File: src/rtl/ti_bus_launcher.sv
module ti_bus_launcher #(
  parameter int WIDTH  = 32,
  parameter int GROUPS = 4,
  parameter int DLY_W  = 4
) (
  input  logic             clk,
  input  logic             rst_n,
  input  logic             in_valid,
  output logic             in_ready,
  input  logic [WIDTH-1:0] in_data,
  input  logic [DLY_W-1:0] stagger,
  output logic [WIDTH-1:0] bus_data,
  output logic             bus_req,
  input  logic             bus_ack
);
  localparam int GW = $clog2(GROUPS);

  logic [WIDTH-1:0] word_q, bus_q;
  logic [GW-1:0]    grp_q;
  logic [DLY_W-1:0] cnt_q, dly_q;
  logic             busy_q, done_q, req_q;
  logic             accept;

  function automatic logic [WIDTH-1:0] gmask(input logic [GW-1:0] g);
    logic [WIDTH-1:0] m;
    for (int i = 0; i < WIDTH; i++) m[i] = ((i % GROUPS) == int'(g));
    return m;
  endfunction

  assign in_ready = !busy_q && (bus_ack == req_q);
  assign accept   = in_valid && in_ready;
  assign bus_data = bus_q;
  assign bus_req  = req_q;

  always_ff @(posedge clk) begin
    if (!rst_n) begin
      word_q <= '0;
      bus_q  <= '0;
      grp_q  <= '0;
      cnt_q  <= '0;
      dly_q  <= DLY_W'(1);
      busy_q <= 1'b0;
      done_q <= 1'b0;
      req_q  <= 1'b0;
    end else if (accept) begin
      word_q <= in_data;
      bus_q  <= (bus_q & ~gmask('0)) | (in_data & gmask('0));
      grp_q  <= GW'(1);
      cnt_q  <= DLY_W'(1);
      dly_q  <= (stagger == '0) ? DLY_W'(1) : stagger;
      busy_q <= 1'b1;
    end else if (done_q) begin
      req_q  <= ~req_q;
      busy_q <= 1'b0;
      done_q <= 1'b0;
    end else if (busy_q) begin
      if (cnt_q == dly_q) begin
        bus_q <= (bus_q & ~gmask(grp_q)) | (word_q & gmask(grp_q));
        cnt_q <= DLY_W'(1);
        grp_q <= grp_q + GW'(1);
        if (grp_q == GW'(GROUPS - 1)) done_q <= 1'b1;
      end else begin
        cnt_q <= cnt_q + DLY_W'(1);
      end
    end
  end


  adjacent_quiet_chk: assert property (@(posedge clk) disable iff (!rst_n)
    (((bus_q ^ $past(bus_q)) & ((bus_q ^ $past(bus_q)) >> 1)) == '0));


  ready_drop_chk: assert property (@(posedge clk) disable iff (!rst_n)
    (in_valid && in_ready) |=> !in_ready);


  bus_idle_stable_chk: assert property (@(posedge clk) disable iff (!rst_n)
    (!busy_q && !in_valid) |=> $stable(bus_q));


  req_flip_chk: assert property (@(posedge clk) disable iff (!rst_n)
    !$stable(req_q) |-> ($past(busy_q) && !busy_q && bus_q == word_q));


  dly_nonzero_chk: assert property (@(posedge clk) disable iff (!rst_n)
    busy_q |-> (dly_q != '0));
endmodule

File: config.mk
export PLATFORM = sky130hd
export DESIGN_NAME = ti_bus_launcher
export DESIGN_NICKNAME = d
export VERILOG_FILES = /design/src/rtl/ti_bus_launcher.sv
export SDC_FILE = /design/constraint.sdc
export NUM_CORES = 1
export LEC_CHECK = 0
export BUFFER_PORTS_ARGS = -buffer_cell sky130_fd_sc_hd__buf_2
export CORE_ASPECT_RATIO = 0.9
export CORE_MARGIN = 1
export CORE_UTILIZATION = 45
export DETAILED_ROUTE_END_ITERATION = 8
export PLACE_DENSITY = 0.69
export REMOVE_ABC_BUFFERS = 1
export SLEW_MARGIN = 40
export SYNTH_ARGS = -nofsm -noshare
export SYNTH_HDL_FRONTEND = slang
export SYNTH_SLANG_ARGS = --single-unit
File: constraint.sdc
create_clock -name clk -period 2.1 [get_ports clk]
set_clock_uncertainty 0.05 [all_clocks]
set_input_delay 0.105 -clock clk [delete_from_list [all_inputs] [get_ports clk]]
set_output_delay 0.105 -clock clk [all_outputs]
set_load 0.02 [all_outputs]
==> impl_metrics.env <==
export IMPL_fp_coreArea_mm2=0.00669
export IMPL_cp_cell_sequence="xor2_1 > nor2_4 > buf_4 > nand2_1 > a21oi_1"
export IMPL_cts_htree_levels=3
export IMPL_rrSetupSlack_ns=0.33
export IMPL_p_leak_nw=1.67
export IMPL_synth_area_leaders="dfxtp_1, nand2_1, mux2i_1, a21oi_1, a211oi_2"
export IMPL_crit_buf_inv=1
export IMPL_clock_sinks=77
export IMPL_rsz0062_at_grt="no"
export IMPL_overflow=0
export IMPL_place_congestion=0.831
export IMPL_wl_mm=7.07
export IMPL_drt_iter0_markers=124
export IMPL_clk_pin_slew_ns=0.08
export IMPL_slowest_stage="nor2_4"
export IMPL_cts_hold_repair_buffers=36
export IMPL_portBuffers=73
export IMPL_grt_pass1_wl_mm=11.9
export IMPL_multi_input_area_mm2=0.00147
export IMPL_yosys_area_top_type="dfxtp_1"
export IMPL_hold_viol_final=0
export IMPL_synth_xor_xnor_area_share_pct=2.77
export IMPL_ioPinCount=74
export IMPL_drv_slew=0
export IMPL_synth_avg_cell_area_um2=8.77
export IMPL_seq_area_frac_synth_pct=48.7
export IMPL_worstHoldPathType="input pin to flop"
export IMPL_dpl_cell_count=507
export IMPL_clockBufferDepth=2
export IMPL_num_antenna_cells=0
export IMPL_yosys_register_bits=77
export IMPL_synth_adder_area_share_pct=1.98
export IMPL_setup_tns_ns=0
export IMPL_antenna_found_initial=0
export IMPL_synth_simple_area_share_pct=18.4
export IMPL_worst_pin_slew_ns=0.621
export IMPL_first_pass_iters=4
export IMPL_clockRootBuffer="clkbuf_8"
export IMPL_layout_drive_gt1_share_pct=23.7
export IMPL_final_fill_count=584
export IMPL_cp_top_family="simple AND/OR/NAND/NOR gates"
export IMPL_syn2layout_area_growth_pct=32.4
export IMPL_power_density_mw_per_mm2=790
export IMPL_worstSetupEndpointType="flop"
export IMPL_cts_resized=0
export IMPL_fp_dieArea_mm2=0.00737
export IMPL_status="completed"
export IMPL_cts_tree="built"
export IMPL_worstHoldPathCells=2
export IMPL_min_period_ns=1.77
export IMPL_synth_compound_area_share_pct=15.3
export IMPL_startpoint_type="flop"
export IMPL_critPathMaxFanout=28
export IMPL_die_h_um=81.6
export IMPL_total_power_mw=3.31
export IMPL_regArea_mm2=0.00154
export IMPL_layout_nets=509
export IMPL_rr_worst_depth=5
export IMPL_final_cells=558
export IMPL_post_cts_buffers=0
export IMPL_rr_startpoint="bus_req$_SDFFE_PN0P_"
export IMPL_core_rowCount=28
export IMPL_postRouteAntennaNets=0
export IMPL_timing_final_crit_share_pct=84.1
export IMPL_hp_start="rst_n"
export IMPL_slowest_delay_ns=0.53
export IMPL_worstPathArrival_ns=2.00
export IMPL_slew_headroom_pct=58.5
export IMPL_drc=0
export IMPL_start_util_pct=47.3
export IMPL_vias=2765
export IMPL_reg2reg_to="word_q[18]$_SDFFE_PN0N_"
export IMPL_setup_violations=0
export IMPL_crit_start="bus_req$_SDFFE_PN0P_"
export IMPL_muxShareOfSynthArea_pct=7.91
export IMPL_synth_top_cell_area_share_pct=48.7
export IMPL_grt_pass1_vias=2597
export IMPL_synth_cells=361
export IMPL_ys_types=32
export IMPL_drv_cap=0
export IMPL_dp_hpwl_mm=4.59
export IMPL_worstSkewPairLatency_ns=0.35
export IMPL_fmax_ghz=0.566
export IMPL_grt_start_max_net_pins=41
export IMPL_yosysWarnings=0
export IMPL_die_w_um=90.4
export IMPL_worst_setup_path_type="flop to flop"
export IMPL_grt_usage_pct=20.2
export IMPL_cts_buffers_inserted=9
export IMPL_crit_required_ns=2.34
export IMPL_min_to="dly_q[0]$_SDFFE_PN1N_"
export IMPL_routedWlPerCell_um=12.7
export IMPL_synth_top_family_by_area="simple AND/OR/NAND/NOR gates"
export IMPL_syn_area_mm2=0.00316
export IMPL_ir_worst_vdd_v=0.000422
export IMPL_via_per_inst=4.96
==> cell type report <==
cell class | instances | area share [%]
sequential | 77 | 36.8
multi-input combinational | 253 | 35.2
timing repair buffer | 119 | 19.1
clock buffer | 11 | 3.61
tap | 90 | 2.69
clock inverter | 4 | 2.27
inverter | 4 | 0.358
==> Yosys cell counts <==
cell        n
o21a_1      1
and2_1      1
buf_6       2
a211oi_1    9
o31a_1      1
buf_4       4
a21boi_2    1
nand2_1   121
xnor2_1     5
nand2b_1    1
ha_1        5
xor2_1      5
and4_1      1
nor2b_1     2
inv_1       4
buf_2       9
o21ai_0     1
a21oi_1    37
nand3_1     1
nor2_1      5
buf_1       1
mux2i_1    25
a211oi_2    9
nor3_1      4
o21ai_1     2
a22oi_1     8
clkbuf_1   11
nor4_2      1
nand4_1     2
dfxtp_1    77
a21o_4      1
and3_1      4
==> kinds of logic (layout without fill, tap and decap cells) <==
group,after synthesis,after routing
AND/OR/NAND/NOR,143,143
multiplexers,25,25
AO/OA/AOI/OAI,70,70
flip-flops,77,77
adder cells (fa/ha/maj),5,5
buffers and inverters,31,138
XOR/XNOR,10,10
==> per-stage QoR <==
step / utilization [%] / cell area (um2) / setup WS (ns) / hold WS (ns)
finish: 62.6 / 4190 / 0.333 / 0.0474
CTS: 62.6 / 4190 / 0.327 / 0.0249
global route: 62.6 / 4190 / 0.184 / 0.0338
global placement: 53.5 / 3580 / 0.397 / 0.302
floorplan: - / 3020 / -1.10 / 0.135
detailed placement: 53.5 / 3580 / 0.345 / 0.303
==> placed cells by master, fill, tap and decap left out, drive strengths merged <==
| cell | instances |
|---|---|
| a211oi | 18 |
| a21boi | 1 |
| a21o | 1 |
| a21oi | 37 |
| a22oi | 8 |
| and2 | 1 |
| and3 | 4 |
| and4 | 1 |
| buf | 83 |
| bufinv | 3 |
| clkbuf | 11 |
| clkinv | 2 |
| dfxtp | 77 |
| dlygate4sd3 | 36 |
| ha | 5 |
| inv | 3 |
| mux2i | 25 |
| nand2 | 121 |
| nand2b | 1 |
| nand3 | 1 |
| nand4 | 2 |
| nor2 | 5 |
| nor2b | 2 |
| nor3 | 4 |
| nor4 | 1 |
| o21a | 1 |
| o21ai | 3 |
| o31a | 1 |
| xnor2 | 5 |
| xor2 | 5 |
==> routing by layer <==
metal / part of all wire, % / track usage [%]
met1: 48 / 26.2
met2: 46 / 33.8
met3: 5.8 / 5.46
met4: 1.1 / 5.00
met5: 0 / 0
==> how the worst max path moves through the flow <==
stage | slack, ns | cells past startpoint | endpoint
after detailed placement | 0.34 | 5 | word_q[18]$_SDFFE_PN0N_
after floorplan | -1.10 | 4 | flop
after global placement | 0.40 | 5 | word_q[10]$_SDFFE_PN0N_
after CTS | 0.33 | 5 | word_q[18]$_SDFFE_PN0N_
final | 0.33 | 5 | word_q[18]$_SDFFE_PN0N_
after global routing | 0.18 | 5 | word_q[18]$_SDFFE_PN0N_
==> worst reg2reg max path: stages (launching register included) <==
cell,delay (ns)
dfxtp_1,0.35
xor2_1,0.22
nor2_4,0.53
buf_4,0.34
nand2_1,0.10
a21oi_1,0.12
==> report_power, final <==
group	internal, mW	switching [mW]	leakage, nW
logic	0.175	0.215	0.919
clock network	0.846	0.526	0.125
registers	1.51	0.0347	0.626
total	2.53	0.776	1.67
Note: power is estimated with default switching activity, not from simulation.
